### src/rtl/pwr_seq_pkg.sv
package pwr_seq_pkg;

  typedef enum logic [1:0] {
    ST_OFF   = 2'd0,
    ST_SLEEP = 2'd1,
    ST_RUN   = 2'd2
  } slp_state_t;

  typedef struct packed {
    logic main_en;
    logic main_dis;
    logic ref_en;
    logic ref_dis;
    logic term_en;
    logic term_hiz;
    logic term_dis;
  } rail_ctl_t;

endpackage

### src/rtl/pwr_seq_sync.sv
module pwr_seq_sync #(
  parameter int WIDTH  = 2,
  parameter int STAGES = 2
) (
  input  logic             clk,
  input  logic             rst_n,
  input  logic [WIDTH-1:0] async_i,
  output logic [WIDTH-1:0] sync_o
);

  for (genvar b = 0; b < WIDTH; b++) begin : g_bit
    logic [STAGES-1:0] chain;
    always_ff @(posedge clk or negedge rst_n) begin
      if (!rst_n) begin
        chain <= '0;
      end else begin
        chain <= {chain[STAGES-2:0], async_i[b]};
      end
    end
    assign sync_o[b] = chain[STAGES-1];
  end

endmodule

### src/rtl/pwr_seq_decode.sv
module pwr_seq_decode
  import pwr_seq_pkg::*;
(
  input  logic      req_term,
  input  logic      req_main,
  input  logic      active,
  output rail_ctl_t rails,
  output logic      main_on
);

  slp_state_t state;

  always_comb begin
    if (req_main && req_term) begin
      state = ST_RUN;
    end else if (req_main) begin
      state = ST_SLEEP;
    end else begin
      state = ST_OFF;
    end
  end

  always_comb begin
    rails = '0;
    if (active) begin
      case (state)
        ST_RUN: begin
          rails.main_en = 1'b1;
          rails.ref_en  = 1'b1;
          rails.term_en = 1'b1;
        end
        ST_SLEEP: begin
          rails.main_en  = 1'b1;
          rails.ref_en   = 1'b1;
          rails.term_hiz = 1'b1;
        end
        default: begin
          rails.main_dis = 1'b1;
          rails.ref_dis  = 1'b1;
          rails.term_dis = 1'b1;
        end
      endcase
    end
  end

  assign main_on = rails.main_en;

endmodule

### src/rtl/pwr_seq_ramp.sv
module pwr_seq_ramp #(
  parameter int CODE_W   = 10,
  parameter int STEP_DIV = 117
) (
  input  logic              clk,
  input  logic              rst_n,
  input  logic              run,
  input  logic              at_fb,
  output logic [CODE_W-1:0] code,
  output logic              done,
  output logic              sw_allow
);

  localparam int DIV_W = (STEP_DIV > 1) ? $clog2(STEP_DIV) : 1;
  localparam logic [DIV_W-1:0] DIV_LAST = DIV_W'(STEP_DIV - 1);
  localparam logic [CODE_W-1:0] CODE_MAX = '1;

  logic [DIV_W-1:0] div_cnt;
  logic             caught;
  logic             at_max;

  assign at_max = (code == CODE_MAX);

  always_ff @(posedge clk or negedge rst_n) begin
    if (!rst_n) begin
      div_cnt <= '0;
      code    <= '0;
    end else if (!run) begin
      div_cnt <= '0;
      code    <= '0;
    end else if (div_cnt == DIV_LAST) begin
      div_cnt <= '0;
      if (!at_max) begin
        code <= code + 1'b1;
      end
    end else begin
      div_cnt <= div_cnt + 1'b1;
    end
  end

  always_ff @(posedge clk or negedge rst_n) begin
    if (!rst_n) begin
      caught <= 1'b0;
    end else if (!run) begin
      caught <= 1'b0;
    end else if (at_fb) begin
      caught <= 1'b1;
    end
  end

  assign done     = at_max && run;
  assign sw_allow = caught && run;

endmodule

### src/rtl/pwr_seq_top.sv
module pwr_seq_top
  import pwr_seq_pkg::*;
#(
  parameter int CODE_W   = 10,
  parameter int STEP_DIV = 117
) (
  input  logic              clk,
  input  logic              rst_n,
  input  logic              req_term_i,
  input  logic              req_main_i,
  input  logic              bias_ok_i,
  input  logic              overtemp_i,
  input  logic              ramp_at_fb_i,
  output logic              main_en_o,
  output logic              main_dis_o,
  output logic              ref_en_o,
  output logic              ref_dis_o,
  output logic              term_en_o,
  output logic              term_hiz_o,
  output logic              term_dis_o,
  output logic              sw_allow_o,
  output logic [CODE_W-1:0] ss_code_o,
  output logic              ss_done_o
);

  logic [1:0] req_sync;
  logic       active;
  logic       main_on;
  rail_ctl_t  rails;

  pwr_seq_sync #(.WIDTH(2), .STAGES(2)) u_sync (
    .clk    (clk),
    .rst_n  (rst_n),
    .async_i({req_main_i, req_term_i}),
    .sync_o (req_sync)
  );

  assign active = bias_ok_i && !overtemp_i;

  pwr_seq_decode u_decode (
    .req_term(req_sync[0]),
    .req_main(req_sync[1]),
    .active  (active),
    .rails   (rails),
    .main_on (main_on)
  );

  pwr_seq_ramp #(.CODE_W(CODE_W), .STEP_DIV(STEP_DIV)) u_ramp (
    .clk     (clk),
    .rst_n   (rst_n),
    .run     (main_on),
    .at_fb   (ramp_at_fb_i),
    .code    (ss_code_o),
    .done    (ss_done_o),
    .sw_allow(sw_allow_o)
  );

  assign main_en_o  = rails.main_en;
  assign main_dis_o = rails.main_dis;
  assign ref_en_o   = rails.ref_en;
  assign ref_dis_o  = rails.ref_dis;
  assign term_en_o  = rails.term_en;
  assign term_hiz_o = rails.term_hiz;
  assign term_dis_o = rails.term_dis;

endmodule

### config.mk
export PLATFORM = sky130hd
export DESIGN_NAME = pwr_seq_top
export DESIGN_NICKNAME = d
export VERILOG_FILES = /design/src/rtl/pwr_seq_pkg.sv /design/src/rtl/pwr_seq_sync.sv /design/src/rtl/pwr_seq_decode.sv /design/src/rtl/pwr_seq_ramp.sv /design/src/rtl/pwr_seq_top.sv
export SDC_FILE = /design/constraint.sdc
export NUM_CORES = 1
export LEC_CHECK = 0
export BUFFER_PORTS_ARGS = -buffer_cell sky130_fd_sc_hd__buf_2
export CORE_MARGIN = 5
export CORE_UTILIZATION = 51
export DETAILED_ROUTE_END_ITERATION = 12
export PLACE_DENSITY = 0.73
export SYNTH_ARGS = -nofsm -noshare
export SYNTH_HDL_FRONTEND = slang
export SYNTH_SLANG_ARGS = --single-unit
export TNS_END_PERCENT = 50
### constraint.sdc
create_clock -name clk -period 1.9 [get_ports clk]
set_clock_uncertainty 0.2 [all_clocks]
set_input_delay 0.19 -clock clk [delete_from_list [all_inputs] [get_ports clk]]
set_output_delay 0.19 -clock clk [all_outputs]
set_load 0.1 [all_outputs]
**Word-level counts from Yosys, hierarchy flattened**

Cells that the tools add are included.
W data, S select, Z words.

- Input bits: 7
- Word-level logic and storage cells: 35
- Output and inout port bits: 19
- Bits in registers: 22

- Reduce and logical (&&, ||, !) cells: 7
- Equality and inequality tests: 7
- Muxes and demuxes: 14
- $add $sub $neg: 2

Operators with widths:

| operator | count |
|---|---|
| $mux W10 | 3 |
| $mux W7 | 3 |
| $add A10 B1 Y10 const B | 1 |
| $eq A10 B10 Y1 const B | 1 |
| $add A7 B1 Y7 const B | 1 |
| $eq A7 B7 Y1 const B | 1 |
| $mux W1 | 7 |
| $logic_and A1 B1 Y1 | 4 |
| $ne A2 B2 Y1 const B | 2 |
| $eq A2 B1 Y1 const B | 1 |
| $eq A2 B2 Y1 const B | 1 |
| $mux W2 | 1 |
| $ne A2 B1 Y1 const B | 1 |
| $reduce_and A2 Y1 | 1 |
| $reduce_or A2 Y1 | 1 |
| $logic_not A1 Y1 | 1 |

**Logic depth before layout (Yosys ltp)**

- Word-level depth: 8
- Depth in mapped cells: 7
- Mapped depth without buffers: 6

**Cells and area by module**

A second synthesis with hierarchy kept.

- Cell total of the unflattened synthesis: 111
- Area, all modules: 1147.4 µm²

By module, submodules not included:

| module | times used | area each (µm²) | cells each |
|---|---|---|---|
| pwr_seq_ramp | 1 | 954.7 | 96 |
| pwr_seq_sync | 1 | 115.1 | 6 |
| pwr_seq_decode | 1 | 63.8 | 8 |
| pwr_seq_top | 1 | 13.8 | 1 |

**Least setup slack after synthesis**

Ideal clock, no wire load.

- Kind: register to output
- Start point: reg u_sync.g_bit[1].chain[1]
- End point: out ref_dis_o
- Data required time: 1510 ps
- Arrival: 3263 ps
- Cell stages (with the launch flop): 3
- Slack: -1753 ps
- Cells stage by stage: dfrtp_1 nor3b_1 buf_4

- Longest elaborated chain between the ends: 6

Ends and longest elaborated chain:

| what | line | source |
|---|---|---|
| start: declaration | pwr_seq_sync.sv:12 | `logic [STAGES-1:0] chain;` |
| start signal: assignment | pwr_seq_sync.sv:17 | `chain <= {chain[STAGES-2:0], async_i[b]};` |
| $mux W1 / $logic_and A1 B1 Y1 (equally long branches) | pwr_seq_decode.sv:16, pwr_seq_decode.sv:14 |  |
| $mux W2 * | pwr_seq_decode.sv:14 | `if (req_main && req_term) begin` |
| $eq A2 B2 Y1 / $eq A2 B1 Y1 (equally long branches) | pwr_seq_decode.sv:26 | `case (state)` |
| $reduce_or A2 Y1 (no source line) * | -- |  |
| $mux W1 * | pwr_seq_decode.sv:26 |  |
| $mux W7 * | pwr_seq_decode.sv:25 | `if (active) begin` |
| end: declaration | pwr_seq_top.sv:17 | `output logic ref_dis_o,` |

Mark *: on every way between the ends. The rest lies on a longest branch, timed or not.

**Worst setup path in the final report**

- Start point: reg u_ramp.code[0]
- End point: out ss_done_o

- Longest elaborated chain between the ends: 2

Ends and longest elaborated chain:

| what | line | source |
|---|---|---|
| start: declaration | pwr_seq_ramp.sv:9 | `output logic [CODE_W-1:0] code,` |
| start signal: assignment | pwr_seq_ramp.sv:34 | `code <= code + 1'b1;` |
| $eq A10 B10 Y1 | pwr_seq_ramp.sv:22 | `assign at_max = (code == CODE_MAX);` |
| $logic_and A1 B1 Y1 | pwr_seq_ramp.sv:51 | `assign done = at_max && run;` |
| end: declaration | pwr_seq_top.sv:23 | `output logic ss_done_o` |

Every way passes these cells.

==> results.md <==
* Detail Placement HPWL at between 1500 and 2000 um
* Syn Area/Cell at roughly 9.9 sq um
* Clk sink count at 22
* Worst setup margin at -0.0154 ns
* Pleak at between 0.7 and 0.8 nW
* Initial core utilization at a little over half
* H-tree levels at 1
* Layout area overhead at 44.7%
* # nets final at around 160
* Synth warn at 0
* Sequential share of power at between 60% and 70%
* Syn Nets at around 120
* Worst slew margin at between 60 and 70%
* First drt pass iteration count at 4
* Routability congestion estimate at slightly above 0.8
* All-Layer GR Usage at a little under a fifth
* Clk buf depth at 2
* Setup crit start kind: flip-flop
* Largest net degree at the start of global routing at 23
* CTS buffer count at 3
* Total gr overflow at 0
* R2r worst-path depth at 6
* Tcrit/Tclk final at 101%
* Die X at 56.3 um
* DRT antenna net count at 0
* Core area at between 0.002 and 0.0025 sq mm
* Vias per cell at 5.64
* Layout cells sized above 1 at between 40% and 50%
* Slew @ Worst Pin at about 0.49 ns
* FF-to-FF End: u_ramp.code[5]
* Int Pwr at roughly 580 uW
* Crit Path Class: reg2out
* Diodes inserted at 0
* CTS root buf: clkbuf_4
* IO buf count at 25
* Outcome: complete, but fails checks
* Top-count cell post-synth: dfrtp_1
* Initial antenna violation count at 0
* Netlist Area Pre-Place at 0.00109 sq mm
* Worst R2R Setup Slack at 0.02 ns
* Worst skew pair latency at approximately 0.3 ns
* Hold path start: u_sync.g_bit[0].chain[0]
* Worst path required time at 1.51 ns
* # IOs at 26
* FP Rows at 16
* Hold endpoint: u_sync.g_bit[0].chain[1]
* Synthesized flop and latch total at 22
* Worst Hold Depth at 0
* Asr flop ratio synth at 100%
* Vias in the first global route at 1000
* Failing checks: negative setup slack
* Worst setup EP type: primary output
* Finish-stage setup viols at 2
* Final WL at around 2700 um
* FMAX at roughly 520 MHz
* Number of remaining DRC errors at 0
* Worst-path clk slew at between 0.1 and 0.15 ns
* Post-synthesis sequential area ratio at between 50% and 60%
* TritonCTS clock tree: yes
* Hold slack at around 0.17 ns
* Top FF cell, synth: dfrtp_1
* Routed WL per cell at approximately 16 um
* Post-synth EDFFs at 0
* Synth Instances at 111
* P_sw at approximately 200 uW
* Post-synth top area share at ~50%
* Net Sw Frac at between 20 and 30%
* Largest area contributor in the netlist: dfrtp_1
* Vias at about 1000
* Final Max Tran Viols at 0
* Reg-to-reg startpoint: u_ramp.code[0]
* Comb power frac at about an eighth
* Area of the die at approximately 0.0032 sq mm
* Synth top area cells: dfrtp_1 (50%), nor2_1 (4.5%), and2_1 (4.0%), ha_1 (3.4%), a21oi_1 (3.2%)
* Maxcap violations at 0
* Worst Path Arrival at 1.53 ns
* Pwr dens at 492 mW/mm^2
* Critical path peak fanout at 4
* Final min period at between 1.5 and 2 ns
* RSZ-0062 raised after global routing: yes
* DRT iter0 DRCs at 25
* Clock power frac at roughly a quarter
* Synth unique cells at 31
* Final hold vios at 0
* Worst min-delay path category: reg2reg
* Die Ht at approximately 56 um
* Commonest cells in the synthesized netlist: dfrtp_1 (22), nor2_1 (13), nand2_1 (8), a21oi_1 (7), and2_1 (7)
* First-pass GRT wire length at about 4700 um
* Peak supply drop at around 500 uV
* Setup TNS at -0.0159 ns
==> state kept, by name, indices dropped and copies added, names as in the netlist <==
| register | count |
|---|---|
| u_ramp.code | 10 |
| u_ramp.div_cnt | 7 |
| u_sync.g_bit.chain | 4 |
| u_ramp.caught | 1 |
==> logic make-up (layout without fill, tap and decap cells) <==
kind of cell               after synthesis  in the layout  synth area share (%)
and+or+nand+nor                         53             53                  26.7
DFF                                     22             22                  50.3
AOI/OAI and AO/OA                       19             19                  11.3
buffers and inverters                    9             48                  4.23
xor gates and xnor gates                 5              5                  4.01
adders and majority gates                3              3                  3.43
==> critical path, cell delays in order (launching register included) <==
cell	delay [ns]
dfrtp_4	0.45
ha_4	0.15
and4_4	0.22
nand3_4	0.08
nor2_4	0.14
buf_12	0.18
==> power by group through the flow <==
stage               logic, mW  clock network [mW]  registers, mW
floorplan              0.0581                   0          0.486
global placement       0.0879                   0          0.486
detailed placement     0.0893                   0          0.487
CTS                    0.0970               0.213          0.477
global route            0.103               0.237          0.478
finish                 0.0972               0.205          0.477
==> metrics by stage <==
step	cell area [sq um]	total power, mW	util [%]	cells	worst slack (ns)
after floorplan	1170	0.544	-	111	-0.122
after global placement	1400	0.574	69.9	161	0.0887
after detailed placement	1400	0.576	69.9	161	0.0121
after CTS	1510	0.787	75.3	174	-0.0113
after global routing	1580	0.818	79.1	177	-0.0967
final	1580	0.779	79.1	177	-0.0154
==> routing by layer <==
layer	GRT usage (%)	up-vias	wire [um]
met5	0	-	0
met4	4.07	0	15
met3	3.21	2	91
met2	33.4	19	1480
met1	22.7	499	1160
li1	-	478	-
==> layout make-up <==
class | instances | area [sq um]
clock buffers | 3 | 22.5
fillers | 134 | 419
inverters | 4 | 18.8
multi-input cells | 80 | 591
flip-flops and latches | 22 | 568
well taps | 27 | 33.8
repair buffers | 41 | 349
==> worst max path at each step <==
stage | startpoint | endpoint | slack [ns] | cells past startpoint
after floorplan | u_ramp.code[1] | ss_done_o | -0.12 | 4
after global placement | u_ramp.div_cnt[0] | u_ramp.code[5] | 0.09 | 6
after detailed placement | u_ramp.div_cnt[0] | u_ramp.code[3] | 0.01 | 6
after CTS | u_ramp.code[0] | ss_done_o | -0.01 | 5
after global routing | u_ramp.code[0] | ss_done_o | -0.1 | 5
final | u_ramp.code[0] | ss_done_o | -0.02 | 5
==> timing repair <==
item,CTS,global route
buffers inserted,6,3
gates cloned,0,0
gates resized for setup,0,13
endpoints found under the setup margin,5,7
hold buffers,4,0
pin swaps,3,7
hold endpoints to repair,25,0
==> cells in the final DEF, fill, tap and decap left out, types with 2 or more instances in the layout <==
master,n
a21oi_1,5
a21oi_2,2
a311oi_1,2
and2_1,5
and2_4,2
and3_1,5
and4_4,2
buf_12,6
buf_2,19
buf_4,11
clkbuf_4,3
dfrtp_1,12
dfrtp_2,8
dfrtp_4,2
dlygate4sd3_1,4
ha_1,2
inv_1,3
nand2_1,7
nand3_1,5
nor2_1,11
o21ai_0,3
o31ai_1,2
xnor2_1,3
xor2_1,2
Note: power is estimated with default switching activity, not from simulation.
